[config.mk]
export PLATFORM = sky130hd
export DESIGN_NAME = branch_resolve
export DESIGN_NICKNAME = d
export VERILOG_FILES = /design/src/rtl/branch_resolve_pkg.sv /design/src/rtl/br_target_gen.sv /design/src/rtl/br_cond_eval.sv /design/src/rtl/br_out_stage.sv /design/src/rtl/branch_resolve.sv
export SDC_FILE = /design/constraint.sdc
export NUM_CORES = 1
export LEC_CHECK = 0
export ABC_AREA = 0
export CORE_ASPECT_RATIO = 1.25
export CORE_MARGIN = 2
export CORE_UTILIZATION = 30
export CTS_CLUSTER_SIZE = 30
export DETAILED_ROUTE_END_ITERATION = 12
export MAX_ROUTING_LAYER = met4
export PLACE_DENSITY_LB_ADDON = 0.3
export SETUP_SLACK_MARGIN = 0.2
export SLEW_MARGIN = 20
export SYNTH_ARGS = -nofsm -noshare
export SYNTH_HDL_FRONTEND = slang
export SYNTH_HIERARCHICAL = 1
export SYNTH_SLANG_ARGS = --single-unit
[constraint.sdc]
create_clock -name clk -period 1.1 [get_ports clk]
set_clock_uncertainty 0.15 [all_clocks]
set_input_delay 0.22 -clock clk [delete_from_list [all_inputs] [get_ports clk]]
set_output_delay 0.22 -clock clk [all_outputs]
set_load 0.05 [all_outputs]
[src/rtl/branch_resolve_pkg.sv]
package branch_resolve_pkg;

   typedef enum logic [3:0] {
      BK_NONE      = 4'd0,
      BK_REL       = 4'd1,
      BK_PAGE      = 4'd2,
      BK_LONG      = 4'd3,
      BK_INDIR     = 4'd4,
      BK_ACC_Z     = 4'd5,
      BK_ACC_NZ    = 4'd6,
      BK_CY_SET    = 4'd7,
      BK_CY_CLR    = 4'd8,
      BK_BIT_SET   = 4'd9,
      BK_BIT_CLR   = 4'd10,
      BK_BIT_TAKE  = 4'd11,
      BK_CMP_NE    = 4'd12,
      BK_DEC_NZ    = 4'd13,
      BK_PAGE_CALL = 4'd14,
      BK_LONG_CALL = 4'd15
   } br_kind_e;

   // which address shape a kind uses
   typedef enum logic [1:0] {
      TS_REL   = 2'd0,
      TS_PAGE  = 2'd1,
      TS_LONG  = 2'd2,
      TS_INDIR = 2'd3
   } tgt_shape_e;

   function automatic tgt_shape_e shape_of(input br_kind_e k);
      tgt_shape_e s;
      case (k)
         BK_PAGE, BK_PAGE_CALL: s = TS_PAGE;
         BK_LONG, BK_LONG_CALL: s = TS_LONG;
         BK_INDIR:              s = TS_INDIR;
         default:               s = TS_REL;
      endcase
      return s;
   endfunction

endpackage

[src/rtl/br_target_gen.sv]
module br_target_gen
   import branch_resolve_pkg::*;
#(
   parameter int PC_W   = 16,
   parameter int PAGE_W = 11,
   parameter int REL_W  = 8,
   parameter int DATA_W = 8
) (
   input  br_kind_e          kind,
   input  logic [PC_W-1:0]   next_pc,
   input  logic [PC_W-1:0]   op_field,
   input  logic [DATA_W-1:0] acc,
   input  logic [PC_W-1:0]   dptr,
   output logic [PC_W-1:0]   target
);

   localparam int EXT_W = PC_W - REL_W;
   localparam int HI_W  = PC_W - PAGE_W;
   localparam int ACC_PAD = PC_W - DATA_W;

   logic [PC_W-1:0] rel_ext;
   logic [PC_W-1:0] acc_ext;
   logic [PC_W-1:0] rel_tgt;
   logic [PC_W-1:0] page_tgt;
   logic [PC_W-1:0] long_tgt;
   logic [PC_W-1:0] ind_tgt;

   // sign extension of the displacement; width-equal case needs no padding
   generate
      if (EXT_W > 0) begin : g_rel_pad
         assign rel_ext = {{EXT_W{op_field[REL_W-1]}}, op_field[REL_W-1:0]};
      end else begin : g_rel_full
         assign rel_ext = op_field[PC_W-1:0];
      end
   endgenerate

   generate
      if (ACC_PAD > 0) begin : g_acc_pad
         assign acc_ext = {{ACC_PAD{1'b0}}, acc};
      end else begin : g_acc_full
         assign acc_ext = acc[PC_W-1:0];
      end
   endgenerate

   // page form keeps the upper bits of the following instruction
   assign page_tgt = {next_pc[PC_W-1:PAGE_W], op_field[PAGE_W-1:0]};

   // carries past the top bit fall away: modulo 2**PC_W
   assign rel_tgt  = next_pc + rel_ext;
   assign long_tgt = op_field;
   assign ind_tgt  = dptr + acc_ext;

   always_comb begin
      case (shape_of(kind))
         TS_PAGE:  target = page_tgt;
         TS_LONG:  target = long_tgt;
         TS_INDIR: target = ind_tgt;
         default:  target = rel_tgt;
      endcase
   end

   logic unused_hi;
   assign unused_hi = (HI_W > 0) ? 1'b0 : 1'b0;

endmodule

[src/rtl/br_cond_eval.sv]
module br_cond_eval
   import branch_resolve_pkg::*;
#(
   parameter int DATA_W = 8
) (
   input  br_kind_e          kind,
   input  logic [DATA_W-1:0] acc,
   input  logic              carry_in,
   input  logic              bit_in,
   input  logic [DATA_W-1:0] cmp_lhs,
   input  logic [DATA_W-1:0] cmp_rhs,
   input  logic [DATA_W-1:0] dec_in,
   output logic              taken,
   output logic              carry_we,
   output logic              carry_out,
   output logic              bit_clr,
   output logic [DATA_W-1:0] dec_out
);

   logic acc_zero;
   logic cmp_differ;
   logic cmp_below;
   logic dec_nonzero;

   assign acc_zero    = (acc == '0);
   assign cmp_differ  = (cmp_lhs != cmp_rhs);
   assign cmp_below   = (cmp_lhs < cmp_rhs);
   assign dec_out     = dec_in - {{(DATA_W-1){1'b0}}, 1'b1};
   assign dec_nonzero = (dec_out != '0);

   always_comb begin
      taken     = 1'b0;
      carry_we  = 1'b0;
      carry_out = carry_in;
      bit_clr   = 1'b0;
      case (kind)
         BK_NONE:      taken = 1'b0;
         BK_REL,
         BK_PAGE,
         BK_LONG,
         BK_INDIR,
         BK_PAGE_CALL,
         BK_LONG_CALL: taken = 1'b1;
         BK_ACC_Z:     taken = acc_zero;
         BK_ACC_NZ:    taken = !acc_zero;
         BK_CY_SET:    taken = carry_in;
         BK_CY_CLR:    taken = !carry_in;
         BK_BIT_SET:   taken = bit_in;
         BK_BIT_CLR:   taken = !bit_in;
         BK_BIT_TAKE: begin
            taken   = bit_in;
            bit_clr = bit_in;
         end
         BK_CMP_NE: begin
            taken     = cmp_differ;
            carry_we  = 1'b1;
            carry_out = cmp_below;
         end
         BK_DEC_NZ:    taken = dec_nonzero;
         default:      taken = 1'b0;
      endcase
   end

endmodule

[src/rtl/br_out_stage.sv]
module br_out_stage #(
   parameter int PC_W    = 16,
   parameter int DATA_W  = 8,
   parameter bit REG_OUT = 1'b1
) (
   input  logic              clk,
   input  logic              rst_n,
   input  logic              taken_d,
   input  logic [PC_W-1:0]   pc_d,
   input  logic              carry_we_d,
   input  logic              carry_out_d,
   input  logic              bit_clr_d,
   input  logic [DATA_W-1:0] dec_d,
   output logic              taken_q,
   output logic [PC_W-1:0]   pc_q,
   output logic              carry_we_q,
   output logic              carry_out_q,
   output logic              bit_clr_q,
   output logic [DATA_W-1:0] dec_q
);

   generate
      if (REG_OUT) begin : g_reg
         always_ff @(posedge clk or negedge rst_n) begin
            if (!rst_n) begin
               taken_q     <= 1'b0;
               pc_q        <= '0;
               carry_we_q  <= 1'b0;
               carry_out_q <= 1'b0;
               bit_clr_q   <= 1'b0;
               dec_q       <= '0;
            end else begin
               taken_q     <= taken_d;
               pc_q        <= pc_d;
               carry_we_q  <= carry_we_d;
               carry_out_q <= carry_out_d;
               bit_clr_q   <= bit_clr_d;
               dec_q       <= dec_d;
            end
         end
      end else begin : g_comb
         logic clk_unused;
         assign clk_unused  = clk;
         assign taken_q     = rst_n & taken_d;
         assign pc_q        = rst_n ? pc_d : '0;
         assign carry_we_q  = rst_n & carry_we_d;
         assign carry_out_q = rst_n & carry_out_d;
         assign bit_clr_q   = rst_n & bit_clr_d;
         assign dec_q       = rst_n ? dec_d : '0;
      end
   endgenerate

endmodule

[src/rtl/branch_resolve.sv]
module branch_resolve
   import branch_resolve_pkg::*;
#(
   parameter int PC_W    = 16,
   parameter int PAGE_W  = 11,
   parameter int REL_W   = 8,
   parameter int DATA_W  = 8,
   parameter bit REG_OUT = 1'b1
) (
   input  logic              clk,
   input  logic              rst_n,
   input  logic [3:0]        br_kind,
   input  logic [PC_W-1:0]   next_pc,
   input  logic [PC_W-1:0]   op_field,
   input  logic [DATA_W-1:0] acc,
   input  logic [PC_W-1:0]   dptr,
   input  logic              carry_in,
   input  logic              bit_in,
   input  logic [DATA_W-1:0] cmp_lhs,
   input  logic [DATA_W-1:0] cmp_rhs,
   input  logic [DATA_W-1:0] dec_in,
   output logic              br_taken,
   output logic [PC_W-1:0]   pc_out,
   output logic              carry_we,
   output logic              carry_out,
   output logic              bit_clr,
   output logic [DATA_W-1:0] dec_out
);

   // elaboration-time parameter checks
   generate
      if (PAGE_W < 1 || PAGE_W >= PC_W) begin : g_bad_page
         $error("branch_resolve: PAGE_W must lie in 1..PC_W-1");
      end
      if (REL_W < 2 || REL_W > PC_W) begin : g_bad_rel
         $error("branch_resolve: REL_W must lie in 2..PC_W");
      end
      if (DATA_W < 2 || DATA_W > PC_W) begin : g_bad_data
         $error("branch_resolve: DATA_W must lie in 2..PC_W");
      end
   endgenerate

   br_kind_e          kind;
   logic [PC_W-1:0]   tgt;
   logic [PC_W-1:0]   pc_sel;
   logic              tk_d;
   logic              cwe_d;
   logic              cy_d;
   logic              bclr_d;
   logic [DATA_W-1:0] dec_d;

   assign kind = br_kind_e'(br_kind);

   br_target_gen #(
      .PC_W   (PC_W),
      .PAGE_W (PAGE_W),
      .REL_W  (REL_W),
      .DATA_W (DATA_W)
   ) u_tgt (
      .kind     (kind),
      .next_pc  (next_pc),
      .op_field (op_field),
      .acc      (acc),
      .dptr     (dptr),
      .target   (tgt)
   );

   br_cond_eval #(
      .DATA_W (DATA_W)
   ) u_cond (
      .kind      (kind),
      .acc       (acc),
      .carry_in  (carry_in),
      .bit_in    (bit_in),
      .cmp_lhs   (cmp_lhs),
      .cmp_rhs   (cmp_rhs),
      .dec_in    (dec_in),
      .taken     (tk_d),
      .carry_we  (cwe_d),
      .carry_out (cy_d),
      .bit_clr   (bclr_d),
      .dec_out   (dec_d)
   );

   assign pc_sel = tk_d ? tgt : next_pc;

   br_out_stage #(
      .PC_W    (PC_W),
      .DATA_W  (DATA_W),
      .REG_OUT (REG_OUT)
   ) u_out (
      .clk         (clk),
      .rst_n       (rst_n),
      .taken_d     (tk_d),
      .pc_d        (pc_sel),
      .carry_we_d  (cwe_d),
      .carry_out_d (cy_d),
      .bit_clr_d   (bclr_d),
      .dec_d       (dec_d),
      .taken_q     (br_taken),
      .pc_q        (pc_out),
      .carry_we_q  (carry_we),
      .carry_out_q (carry_out),
      .bit_clr_q   (bit_clr),
      .dec_q       (dec_out)
   );

endmodule

==> summary.md <==
| Metric | Value |
|---|---|
| Critical path launch point type | `primary input` |
| Post-Place Setup Slack | `-1.879 ns` |
| Setup crit start | `carry_in` |
| Worst-margin pin slew | `0.5506 ns` |
| H-tree Lvls | `1` |
| Core area | `0.01000 mm²` |
| Worst endpoint required time | `1.11 ns` |
| Final setup fails | `48` |
| # DRC | `0` |
| Vias/cell | `5.082` |
| Port bufs | `115` |
| Antenna-violating nets left | `0` |
| EDFF count, synth | `0` |
| Synth top area share | `0.2299` |
| Most common cell in the netlist | `ha_1` |
| Number of max-cap violations | `0` |
| Total GRT Usage | `0.2130` |
| Placer Congestion | `0.8921` |
| DPL Wire Length | `8576 µm` |
| Final-report hold violation count | `0` |
| Sequential share of the synthesized area | `0.2299` |
| Layout overhead on the synthesized area | `98.65%` |
| Clk buf depth | `2` |
| Routed WL | `11350 µm` |
| Synth Cell Area | `0.003048 mm²` |
| Hold path start | `dec_in[0]` |
| Syn Inst Count | `343` |
| Initial Util | `0.3047` |
| Fmax | `0.4522 GHz` |
| Distinct cells, synth | `59` |
| Total power | `5.762 mW` |
| Syn nets | `466` |
| RSZ-0062 raised after global routing | `yes` |
| Storage element area | `723.2 µm²` |
| Leakage | `2.625 nW` |
| Main synth FF type | `dfrtp_1` |
| Row count | `41` |
| Max Slew Vio Count | `0` |
| Largest net degree at the start of global routing | `29` |
| TritonCTS buffer count | `3` |
| Cell Pwr Density | `951.7 mW/mm²` |
| Grt ovf | `0` |
| # clock sinks | `28` |
| Filler cells | `847` |
| Cell taking the most area after synthesis | `dfrtp_1` |
| # IOs | `116` |
| Initial DRC Count | `162` |
| DR pass1 iterations | `4` |
| Maximum vdd drop | `0.6430 mV` |
| Post-layout min period | `2.211 ns` |
| Via count | `3471` |
| Die Wd | `94.16 µm` |
| Status | `complete, but fails checks` |
| Initial antenna violation count | `1` |
| Synth top area cells | `dfrtp_1 23%, ha_1 14%, xnor2_1 5.5%, mux2_4 4.9%, mux2_2 4.1%` |
| Clock root buffer | `clkbuf_16` |
| Synth Area per Inst | `8.886 µm²` |
| CTS tree | `done` |
| Total number of yosys warnings | `6` |
| CP Capture Type | `flip-flop` |
| Nets | `677` |
| WL/cell | `16.62 µm` |
| Worst Slack Setup Final | `-1.111 ns` |
| Clock-pin slew on the worst setup and hold paths | `0.07 ns` |
| Die height | `116.7 µm` |
| Area taken by multi-input logic gates | `0.002821 mm²` |
| Fin crit share | `2.010` |
| Global-route wire length before repair | `17840 µm` |
| Worst min path class | `primary input to flip-flop` |
| Worst path arrival time | `2.22 ns` |
| Slew headroom | `0.6322` |
| Die area | `0.01099 mm²` |
| Synth Register Bits | `28` |
| CP Max Fanout | `5` |
| Ys async rst share | `1.000` |
| Failing checks | `setup timing` |
| Setup TNS | `-21.46 ns` |
| Layout cells sized above 1 | `0.5353` |
| Vias in the first global route | `3742` |
| CP Class | `primary input to flip-flop` |
| Post-synth top cells | `33 x ha_1, 28 x dfrtp_1, 26 x nand2_1` |
==> metal layers <==
layer	share of wire	track usage	wire length, µm
met2	0.55	0.3967	6193
met1	0.37	0.2315	4237
met4	0.029	0.07053	330
met5	0	-	0
met3	0.052	0.02903	588
==> power breakdown <==
group	total, mW	internal [mW]	switching, mW
sequential	1.32	1.19	0.128
combinational	3.48	1.87	1.61
clock	0.968	0.560	0.408
==> flip-flops by register name (all words and copies together) (netlist names) <==
name,cells
u_out/bit_clr_q,1
u_out/carry_out_q,1
u_out/carry_we_q,1
u_out/dec_q,8
u_out/pc_q,16
u_out/taken_q,1
==> cells in the final DEF, fill, tap and decap left out, drive strengths merged, types with 5 or more instances in the layout <==
cell type      instances
ha                    33
o21ai                 22
nand2b                 5
o21a                   9
o221ai                 7
nor3                   7
xnor2                 19
clkdlybuf4s15          6
a21o                   9
clkdlybuf4s50         22
buf                  148
inv                   25
a22oi                  5
clkbuf                12
nor2                  23
mux2                  21
nand2                 26
a21oi                 16
nor4                   5
dfrtp                 28
dlygate4sd2           28
xor2                   9
nand4                  5
==> logic make-up (layout without fill, tap and decap cells) <==
group | count (synthesis) | after routing | share of synthesized area
and+or+nand+nor | 99 | 99 | 0.1736
muxes | 21 | 21 | 0.08990
buffers and inverters | 34 | 244 | 0.05254
xor gates and xnor gates | 28 | 28 | 0.08293
other | 0 | 1 | 0
DFF | 28 | 28 | 0.2299
AOI/OAI and AO/OA | 98 | 98 | 0.2225
adders and majority gates | 35 | 35 | 0.1486
==> worst paths after layout <==
path	cells past startpoint	to	slack [ns]
worst max-delay path	8	u_out/pc_q[5]	-1.11
worst min-delay path	3	u_out/dec_q[0]	0.04
max in group asynchronous	2	u_out/pc_q[3]	0.45
min in group asynchronous	2	u_out/dec_q[1]	0.16
==> worst max-delay path: stages <==
cell,delay [ns]
clkdlybuf4s50_1,0.49
inv_1,0.07
a21oi_1,0.13
o21ai_0,0.16
a311oi_4,0.42
o221ai_4,0.22
clkbuf_16,0.22
mux2_4,0.29
==> metrics by stage <==
| step | hold slack (ns) | instances | utilization | cell area [µm²] |
|---|---|---|---|---|
| 2_1_floorplan | -0.2256 | 343 | - | 3201 |
| 3_3_place_gp | 0.4605 | 667 | 0.5408 | 5410 |
| 3_5_place_dp | 0.4606 | 667 | 0.5408 | 5410 |
| 4_1_cts | 0.03425 | 681 | 0.5937 | 5939 |
| 5_1_grt | 0.03833 | 683 | 0.6053 | 6055 |
| 6_report | 0.03908 | 683 | 0.6053 | 6055 |
==> what timing repair did <==
action                     4_1_cts  5_1_grt
buffers inserted                 9        1
setup endpoints to repair       55       51
resized for setup              227       42
pin swaps                       65       35
gates cloned                     1        0
hold buffers                     0        0
==> final cells by class <==
cell class | count | area share
multi-input cells | 281 | 0.4660
repair buffers | 215 | 0.3519
flip-flops and latches | 28 | 0.1194
well taps | 129 | 0.02666
inverters | 25 | 0.02087
clock buffers | 4 | 0.01467
diodes | 1 | 0.0004133
No activity file was read; power rests on OpenSTA's default activity.
